File: config.mk
export PLATFORM = sky130hd
export DESIGN_NAME = twin_timer_pin
export DESIGN_NICKNAME = d
export VERILOG_FILES = /design/src/rtl/ttp_pkg.sv /design/src/rtl/ttp_ctrl.sv /design/src/rtl/ttp_timer.sv /design/src/rtl/ttp_dpath.sv /design/src/rtl/twin_timer_pin.sv
export SDC_FILE = /design/constraint.sdc
export NUM_CORES = 1
export LEC_CHECK = 0
export BUFFER_PORTS_ARGS = -buffer_cell sky130_fd_sc_hd__buf_2
export CAP_MARGIN = 10
export CORE_MARGIN = 5
export CORE_UTILIZATION = 30
export CTS_CLUSTER_DIAMETER = 50
export DETAILED_ROUTE_END_ITERATION = 12
export GPL_TIMING_DRIVEN = 0
export HOLD_SLACK_MARGIN = 0.03
export PLACE_DENSITY_LB_ADDON = 0.25
export SKIP_CTS_REPAIR_TIMING = 1
export SLEW_MARGIN = 20
export SYNTH_ARGS = -nofsm -noshare
export SYNTH_HDL_FRONTEND = slang
export SYNTH_SLANG_ARGS = --single-unit
File: constraint.sdc
create_clock -name clk -period 3.55 [get_ports clk]
set_input_delay 0.71 -clock clk [delete_from_list [all_inputs] [get_ports clk]]
set_output_delay 0.71 -clock clk [all_outputs]
set_load 0.03 [all_outputs]
File: src/rtl/ttp_pkg.sv
package ttp_pkg;
  localparam int ADDR_W    = 3;
  localparam int DATA_W    = 8;
  localparam int CNT_W     = 8;
  localparam int PRE_W     = 6;
  localparam int NUM_TMR   = 2;

  localparam logic [ADDR_W-1:0] ADDR_MODE = 3'd0;
  localparam logic [ADDR_W-1:0] ADDR_PORT = 3'd5;

  localparam logic [1:0] SEL_T0 = 2'b01;
  localparam logic [1:0] SEL_T1 = 2'b10;

  typedef struct packed {
    logic [NUM_TMR-1:0] load;
    logic [NUM_TMR-1:0] run;
    logic [1:0]         sel;
    logic               preset;
    logic               portBit;
  } ctlStrobe_t;
endpackage

File: src/rtl/ttp_ctrl.sv
module ttp_ctrl
  import ttp_pkg::*;
#(
  parameter int AW = ADDR_W,
  parameter int DW = DATA_W,
  parameter int CW = CNT_W,
  parameter int PW = PRE_W
) (
  input  logic                      clk,
  input  logic                      rstN,
  input  logic                      wrEn,
  input  logic [AW-1:0]             wrAddr,
  input  logic [DW-1:0]             wrData,
  output ctlStrobe_t                ctl,
  output logic [NUM_TMR-1:0][CW-1:0] cntReload,
  output logic [NUM_TMR-1:0][PW-1:0] preReload
);
  localparam int SEL_LO = DW - 2;

  logic                 modeWr;
  logic [NUM_TMR-1:0]   loadS;
  logic [NUM_TMR-1:0]   runQ;
  logic [1:0]           selQ;
  logic [1:0]           selNew;
  logic                 portQ;

  assign modeWr = wrEn && (wrAddr == ADDR_MODE);
  assign selNew = wrData[SEL_LO +: 2];

  generate
    for (genvar t = 0; t < NUM_TMR; t++) begin : g_tmrRegs
      localparam logic [AW-1:0] CNT_ADDR = AW'(1 + 2*t);
      localparam logic [AW-1:0] PRE_ADDR = AW'(2 + 2*t);

      assign loadS[t] = modeWr && wrData[2*t];

      always_ff @(posedge clk) begin
        if (!rstN) begin
          runQ[t]      <= 1'b0;
          cntReload[t] <= '0;
          preReload[t] <= '0;
        end else if (wrEn) begin
          if (wrAddr == ADDR_MODE) runQ[t]      <= wrData[2*t+1];
          if (wrAddr == CNT_ADDR)  cntReload[t] <= wrData[CW-1:0];
          if (wrAddr == PRE_ADDR)  preReload[t] <= wrData[PW-1:0];
        end
      end
    end
  endgenerate

  always_ff @(posedge clk) begin
    if (!rstN) begin
      selQ  <= 2'b00;
      portQ <= 1'b0;
    end else if (wrEn) begin
      if (wrAddr == ADDR_MODE) selQ  <= selNew;
      if (wrAddr == ADDR_PORT) portQ <= wrData[0];
    end
  end

  always_comb begin
    ctl.load    = loadS;
    ctl.run     = runQ;
    ctl.sel     = selQ;
    ctl.portBit = portQ;
    ctl.preset  = ((selNew == SEL_T0) && loadS[0]) ||
                  ((selNew == SEL_T1) && loadS[1]);
  end
endmodule

File: src/rtl/ttp_timer.sv
module ttp_timer #(
  parameter int CW = 8,
  parameter int PW = 6
) (
  input  logic          clk,
  input  logic          rstN,
  input  logic          load,
  input  logic          run,
  input  logic [CW-1:0] cntReload,
  input  logic [PW-1:0] preReload,
  output logic          eocNow,
  output logic          irq
);
  logic [PW-1:0] preCnt;
  logic [CW-1:0] cnt;
  logic          preExpire;
  logic          active;

  assign active    = run && !load;
  assign preExpire = (preCnt == PW'(1));
  assign eocNow    = active && preExpire && (cnt == CW'(1));

  always_ff @(posedge clk) begin
    if (!rstN) begin
      preCnt <= '0;
      cnt    <= '0;
      irq    <= 1'b0;
    end else begin
      irq <= eocNow;
      if (load) begin
        preCnt <= preReload;
        cnt    <= cntReload;
      end else if (run) begin
        if (preExpire) begin
          preCnt <= preReload;
          if (cnt == CW'(1)) cnt <= cntReload;
          else               cnt <= cnt - CW'(1);
        end else begin
          preCnt <= preCnt - PW'(1);
        end
      end
    end
  end
endmodule

File: src/rtl/ttp_dpath.sv
module ttp_dpath
  import ttp_pkg::*;
#(
  parameter int CW = CNT_W,
  parameter int PW = PRE_W
) (
  input  logic                       clk,
  input  logic                       rstN,
  input  ctlStrobe_t                 ctl,
  input  logic [NUM_TMR-1:0][CW-1:0] cntReload,
  input  logic [NUM_TMR-1:0][PW-1:0] preReload,
  output logic [NUM_TMR-1:0]         irq,
  output logic                       pinOut
);
  logic [NUM_TMR-1:0] eocNow;
  logic               togQ;
  logic               selEoc;

  generate
    for (genvar t = 0; t < NUM_TMR; t++) begin : g_tmr
      ttp_timer #(.CW(CW), .PW(PW)) u_tmr (
        .clk       (clk),
        .rstN      (rstN),
        .load      (ctl.load[t]),
        .run       (ctl.run[t]),
        .cntReload (cntReload[t]),
        .preReload (preReload[t]),
        .eocNow    (eocNow[t]),
        .irq       (irq[t])
      );
    end
  endgenerate

  always_comb begin
    case (ctl.sel)
      SEL_T0:  selEoc = eocNow[0];
      SEL_T1:  selEoc = eocNow[1];
      default: selEoc = 1'b0;
    endcase
  end

  always_ff @(posedge clk) begin
    if (!rstN)           togQ <= 1'b1;
    else if (ctl.preset) togQ <= 1'b1;
    else if (selEoc)     togQ <= ~togQ;
  end

  assign pinOut = ((ctl.sel == SEL_T0) || (ctl.sel == SEL_T1)) ? togQ : ctl.portBit;
endmodule

File: src/rtl/twin_timer_pin.sv
module twin_timer_pin
  import ttp_pkg::*;
(
  input  logic              clk,
  input  logic              rstN,
  input  logic              wrEn,
  input  logic [ADDR_W-1:0] wrAddr,
  input  logic [DATA_W-1:0] wrData,
  output logic              irq0,
  output logic              irq1,
  output logic              pinOut
);
  ctlStrobe_t                    ctl;
  logic [NUM_TMR-1:0][CNT_W-1:0] cntReload;
  logic [NUM_TMR-1:0][PRE_W-1:0] preReload;
  logic [NUM_TMR-1:0]            irqVec;

  ttp_ctrl #(.AW(ADDR_W), .DW(DATA_W), .CW(CNT_W), .PW(PRE_W)) u_ctrl (
    .clk       (clk),
    .rstN      (rstN),
    .wrEn      (wrEn),
    .wrAddr    (wrAddr),
    .wrData    (wrData),
    .ctl       (ctl),
    .cntReload (cntReload),
    .preReload (preReload)
  );

  ttp_dpath #(.CW(CNT_W), .PW(PRE_W)) u_dpath (
    .clk       (clk),
    .rstN      (rstN),
    .ctl       (ctl),
    .cntReload (cntReload),
    .preReload (preReload),
    .irq       (irqVec),
    .pinOut    (pinOut)
  );

  assign irq0 = irqVec[0];
  assign irq1 = irqVec[1];
endmodule

==> results of run 1 <==
-- sequential cells by signal, indices dropped and copies added (netlist names) --
register                    cells
u_dpath.g_tmr.u_tmr.preCnt     12
u_ctrl.preReload               12
u_dpath.togQ                    1
u_ctrl.portQ                    1
u_ctrl.cntReload               16
u_ctrl.ctl                      2
u_dpath.g_tmr.u_tmr.cnt        16
u_dpath.g_tmr.u_tmr.irq         2
u_ctrl.selQ                     2
-- report_power, final --
part,leakage (uW),switching [uW],internal [uW]
logic,0.000779,87.0,47.3
registers,0.000518,13.8,734
clock network,0.000141,341,543
-- routing by layer --
metal  share of wire (%)  GRT usage [%]  up-vias
li1                    -              -     1524
met1                  50           19.7     1477
met2                  44           22.1       96
met3                 4.8           2.64       11
met4                 1.4           4.41        0
met5                   0              0        -
-- layout make-up --
class	count	share of cell area, %
Buffer	21	2.36
Clock buffer	9	5.74
Clock inverter	7	1.85
Inverter	18	1.72
Multi-Input combinational cell	302	49.4
Sequential cell	64	32.7
Tap cell	140	4.47
Timing Repair Buffer	14	1.79
-- metrics by stage --
stage	cell area [um2]	utilization, %
5_1_grt	3920	35.9
4_1_cts	3920	35.9
2_1_floorplan	3380	-
3_3_place_gp	3620	33.1
6_report	3920	35.9
3_5_place_dp	3620	33.1
-- final timing paths --
kind         cells past startpoint  slack [ns]                          endpoint
max                              6        1.24  u_dpath.g_tmr[1].u_tmr.preCnt[5]
min reg2reg                      2        0.45              u_ctrl.cntReload[12]
min                              2        0.45              u_ctrl.cntReload[12]
max reg2reg                      5        1.30     u_dpath.g_tmr[1].u_tmr.cnt[4]
-- cell families after synthesis --
logic type	count (synthesis)	share of synthesized area, %
AO/OA/AOI/OAI	100	19.3
adder cells (fa/ha/maj)	10	3.70
buffers and inverters	39	4.74
flip-flops	64	37.9
multiplexers	28	8.30
AND/OR/NAND/NOR	164	26.1
-- synthesized netlist by cell type (4+ instances only) --
library cell	instances
dfxtp_1	64
nand2_1	43
nor2_1	38
mux2i_1	28
a21oi_1	27
inv_1	18
o21ai_0	16
nand3_1	14
clkbuf_1	12
ha_1	10
a31oi_1	9
nor3_1	9
nor2b_1	7
nor4_1	7
o22ai_1	7
a22oi_1	6
nand4_1	6
o31ai_1	6
buf_2	5
or3_1	5
and2_1	4
o21a_1	4
-- critical path, delay by kind of cell --
family          cells  cell delay [ns]
simple gates        1             0.64
buf+inv             2             0.51
compound gates      3             0.63
==> metrics.cfg, run 1 <==
[finish]
multi_input_area_um2=1940
drive_gt1_share_pct=11.0
area.growth.synth_to_final_pct=16.1
final_nets=454
seq_area_um2=1280
antenna_cells=0
final_common_cell=dfxtp_1
fill_cells=1169
finalNonFillerCells=575
mostFrequentLayoutCells=dfxtp_1 (64), nand2_1 (43), nor2_1 (38)

[yosys]
synth-edff-count=0
ys_async_sr_fraction_pct=0
synth_top_area_share_pct=37.9
yosysSeqAreaShare_pct=37.9
synth_top_area_cell=dfxtp_1
ys.flop_type=dfxtp_1
syn_inst=405
syn-cell-area_um2=3380
postSynthAreaPerCell_um2=8.34
syn_nets=429
synth_cell_types=58
synth-seq-cells=64
ys.warnings.count=0
synth_area_leaders=dfxtp_1 (38%), mux2i_1 (8.3%), nand2_1 (4.8%)

[timing]
min_period_ns=2.31
relSlewSlack_pct=46.2
finalCritPeriodShare_pct=64.9
hold_violations=0
tightest_slew_ns=0.799
rsz0062_at_grt=no
fin_skew_ns=0.00875
clock.fmax_mhz=434
maxSlewViolCount=0
hold_ws_ns=0.455
fin_ws_ns=1.24
fin_tns_setup_ns=0
setup_viol=0

[placed_design]
place_congestion=0.816
dp_cells=559
numPortBuffers=14
pre_cts_slack_ns=0.889
hpwl_mm=6.64

[worst_setup_path]
reg2reg_from=u_dpath.g_tmr[1].u_tmr.cnt[0]
crit_type=in -> reg
cp_max_fo=10
critPathCaptureType=flop
start_kind=primary input
crit_top_cell=buf_2
cpPeakStageDelay_ns=0.64
critPathRequiredTime_ns=3.74
crit_chain=buf_2, nor4b_4, buf_2, a22oi_1, o21ai_0, a21oi_1
cp_slowest_cell=nor4b_4
worstPathArrival_ns=2.50
cp-startpoint=wrAddr[0]

[drt]
wl_per_cell_um=15.9
dr.pass1.iters=5
drt-total-wl_mm=9.15
drtIter0Drc=221
routed-via-count=3108
drcViolationCount=0
ant_nets=0
vias_per_cell=5.41

[grt]
track_usage_pct=14.1
grt_max_degree=13
grt_pass1_wl_mm=14.8
overflow=0
grt_pass1_vias=2930
antenna_found_initial=0

[clocking]
cts_root_buf=clkbuf_16
cts_sinks=64
cts_tree=built
htreeDepth=3
numCtsBuffers=9
cts.clk_slew.worst_paths_ns=0.05
insertion_delay_ns=0.33
cts_buffer_depth=2

[power_and_ir_drop]
total_power_uw=1770
max-vdd-ir-drop_v=0.000208
leakagePower_uw=0.00144
power_density_nw_per_um2=450

[die]
die_x_um=116
dieArea_um2=13500
io_pins=17
die_h_um=116
core_area_um2=10900
initial_core_util_pct=30.9
num_rows=38

[hold_path]
hold_path.class=reg -> reg
min-delay-start=u_ctrl.cntReload[12]

[run_status]
status=finished, final reports clean

[run]
max_cap_viol_count=0

Power figures use the tool's default switching activity.
==> run 2, diff against run 1 <==
==> constraint.sdc (replaced) <==
create_clock -name clk -period 2.2 [get_ports clk]
set_input_delay 0.44 -clock clk [delete_from_list [all_inputs] [get_ports clk]]
set_output_delay 0.44 -clock clk [all_outputs]
set_load 0.03 [all_outputs]
==> run 2 against run 1 <==
  * Clock power grew 62%
  * Clock skew about the same
  * Setup slack got worse by 1.2 ns
  * Highest routed layer unchanged
  * Total power grew 61%
==> metrics.cfg, run 2 (same netlist as run 1, synthesis figures left out) <==
[run_status]
status=finished, final reports clean

[power_and_ir_drop]
switchingPower_uw=712  ; +61%
intPower_uw=2140  ; +61%
clkPwrFrac_pct=50.0  ; about the same
power_frac_seq_pct=42.4  ; about the same
leakagePower_uw=0.00144  ; +0.31%
pwr-share-comb_pct=7.6  ; about the same
swShare_pct=25.0  ; about the same
max-vdd-ir-drop_v=0.000336  ; +62%
total_power_uw=2850  ; +61%
power_density_nw_per_um2=725  ; +61%

[finish]
final_nets=454  ; unchanged
drive_gt1_share_pct=11.3  ; +0.23 points
finalNonFillerCells=575  ; unchanged
seq_area_um2=1280  ; unchanged
antenna_cells=0  ; unchanged
mostFrequentLayoutCells=dfxtp_1 (64), nand2_1 (43), nor2_1 (38)
area.growth.synth_to_final_pct=16.2
multi_input_area_um2=1940  ; +0.26%
reg_top3=u_ctrl.cntReload x16, u_dpath.g_tmr.u_tmr.cnt x16
final_common_cell=dfxtp_1
fill_cells=1169  ; unchanged

[drt]
drtIter0Drc=207  ; -6.3%
drcViolationCount=0  ; unchanged
wl_per_cell_um=15.8  ; -0.40%
routed-via-count=3107  ; -0.032%
ant_nets=0  ; unchanged
vias_per_cell=5.40  ; about the same
dr.pass1.iters=4  ; -1
drt-total-wl_mm=9.11  ; -0.40%

[worst_setup_path]
reg2reg_from=u_dpath.g_tmr[0].u_tmr.cnt[0]
r2r_end=u_dpath.g_tmr[0].u_tmr.cnt[7]
cpPeakStageDelay_ns=0.68  ; +0.04 ns
start_kind=flop
cp_max_fo=6  ; -4
critPathCaptureType=flop
reg2reg_slack_ns=0.09  ; -1.21 ns
cp-startpoint=u_dpath.g_tmr[0].u_tmr.cnt[0]
cp_slowest_cell=or4b_2
worstPathArrival_ns=2.38  ; -0.12 ns
critPathRequiredTime_ns=2.46  ; -1.28 ns
worstRegToRegCells=5  ; unchanged
crit_chain=ha_1, or4b_2, nor4_1, o21ai_0, a31oi_1
crit_end=u_dpath.g_tmr[0].u_tmr.cnt[7]
crit_type=reg -> reg

[clocking]
cts_tree=built
cts_root_buf=clkbuf_16
cts.clk_slew.worst_paths_ns=0.06  ; about the same
cts_sinks=64  ; unchanged
cts_buffer_depth=2  ; unchanged
htreeDepth=3  ; unchanged
insertion_delay_ns=0.33  ; about the same
numCtsBuffers=9  ; unchanged

[run]
max_cap_viol_count=0  ; unchanged

[placed_design]
place_congestion=0.816  ; unchanged
dp_cells=559  ; unchanged
numPortBuffers=14  ; unchanged
pre_cts_slack_ns=-0.191  ; -1.08 ns
hpwl_mm=6.64  ; unchanged

[die]
initial_core_util_pct=30.9  ; unchanged
num_rows=38  ; unchanged
die_x_um=116  ; unchanged
core_area_um2=10900  ; unchanged
dieArea_um2=13500  ; unchanged
io_pins=17  ; unchanged
die_h_um=116  ; unchanged

[timing]
finalCritPeriodShare_pct=96.1
setup_viol=0  ; unchanged
fin_ws_ns=0.0855  ; -1.16 ns
min_period_ns=2.11
relSlewSlack_pct=45.9  ; -0.35 points
tightest_slew_ns=0.804  ; +0.00513 ns
fin_skew_ns=0.00848  ; -0.000275 ns
rsz0062_at_grt=no
maxSlewViolCount=0  ; unchanged
clock.fmax_mhz=473
hold_violations=0  ; unchanged

[grt]
grt_pass1_wl_mm=14.8  ; unchanged
antenna_found_initial=0  ; unchanged
grt_max_degree=13  ; unchanged
track_usage_pct=14.1  ; unchanged
overflow=0  ; unchanged
grt_pass1_vias=2930  ; unchanged

[hold_path]
hold_path.class=in -> reg

-- run 2: worst min-delay path by stage --
stage / depth (start not counted) / end / start
detailed placement: 2 / u_ctrl.cntReload[12] / u_ctrl.cntReload[12]
floorplan: 2 / u_ctrl.cntReload[14] / u_ctrl.cntReload[14]
global route: 3 / u_ctrl.cntReload[14] / wrData[6]
finish: 3 / u_ctrl.selQ[1] / wrData[7]
global placement: 2 / u_ctrl.cntReload[14] / u_ctrl.cntReload[14]
CTS: 3 / u_ctrl.selQ[1] / wrData[7]
-- run 2: layout make-up --
class | instances | share of cell area, %
well taps | 140 | 4.46
clock inverters | 7 | 1.85
multi-input cells | 302 | 49.5
repair buffers | 14 | 1.78
flip-flops and latches | 64 | 32.6
clock buffers | 9 | 5.74
inverters | 18 | 1.72
plain buffers | 21 | 2.36
-- run 2: layer usage --
metal | routed length [um] | GRT usage (%) | vias up
met5 | 0 | 0 | -
met4 | 129 | 4.41 | 0
met3 | 445 | 2.64 | 11
met2 | 4010 | 22.1 | 95
met1 | 4530 | 19.7 | 1478
li1 | - | - | 1523
-- run 2: power by group through the flow --
stage	Sequential (uW)	Clock, uW	Combinational [uW]
floorplan	1220	0	146
global placement	1230	0	213
detailed placement	1230	0	215
CTS	1210	1450	216
global route	1210	1500	240
finish	1210	1430	216
-- run 2: per-stage QoR --
step	hold WS [ns]	area [um2]	utilization, %	setup TNS, ns
final	0.404	3930	35.9	0
after global routing	0.418	3930	35.9	0
after CTS	0.398	3920	35.9	0
after detailed placement	0.453	3620	33.1	-1.66
after global placement	0.449	3620	33.1	-1.67
after floorplan	0.431	3380	-	0
-- run 2: worst max-delay path: cells and delay by family, from the launching register on --
kind / cells / cell delay, ns
DFF: 1 / 0.42
and+or+nand+nor: 2 / 1.08
adders and majority gates: 1 / 0.18
AOI/OAI and AO/OA: 2 / 0.36
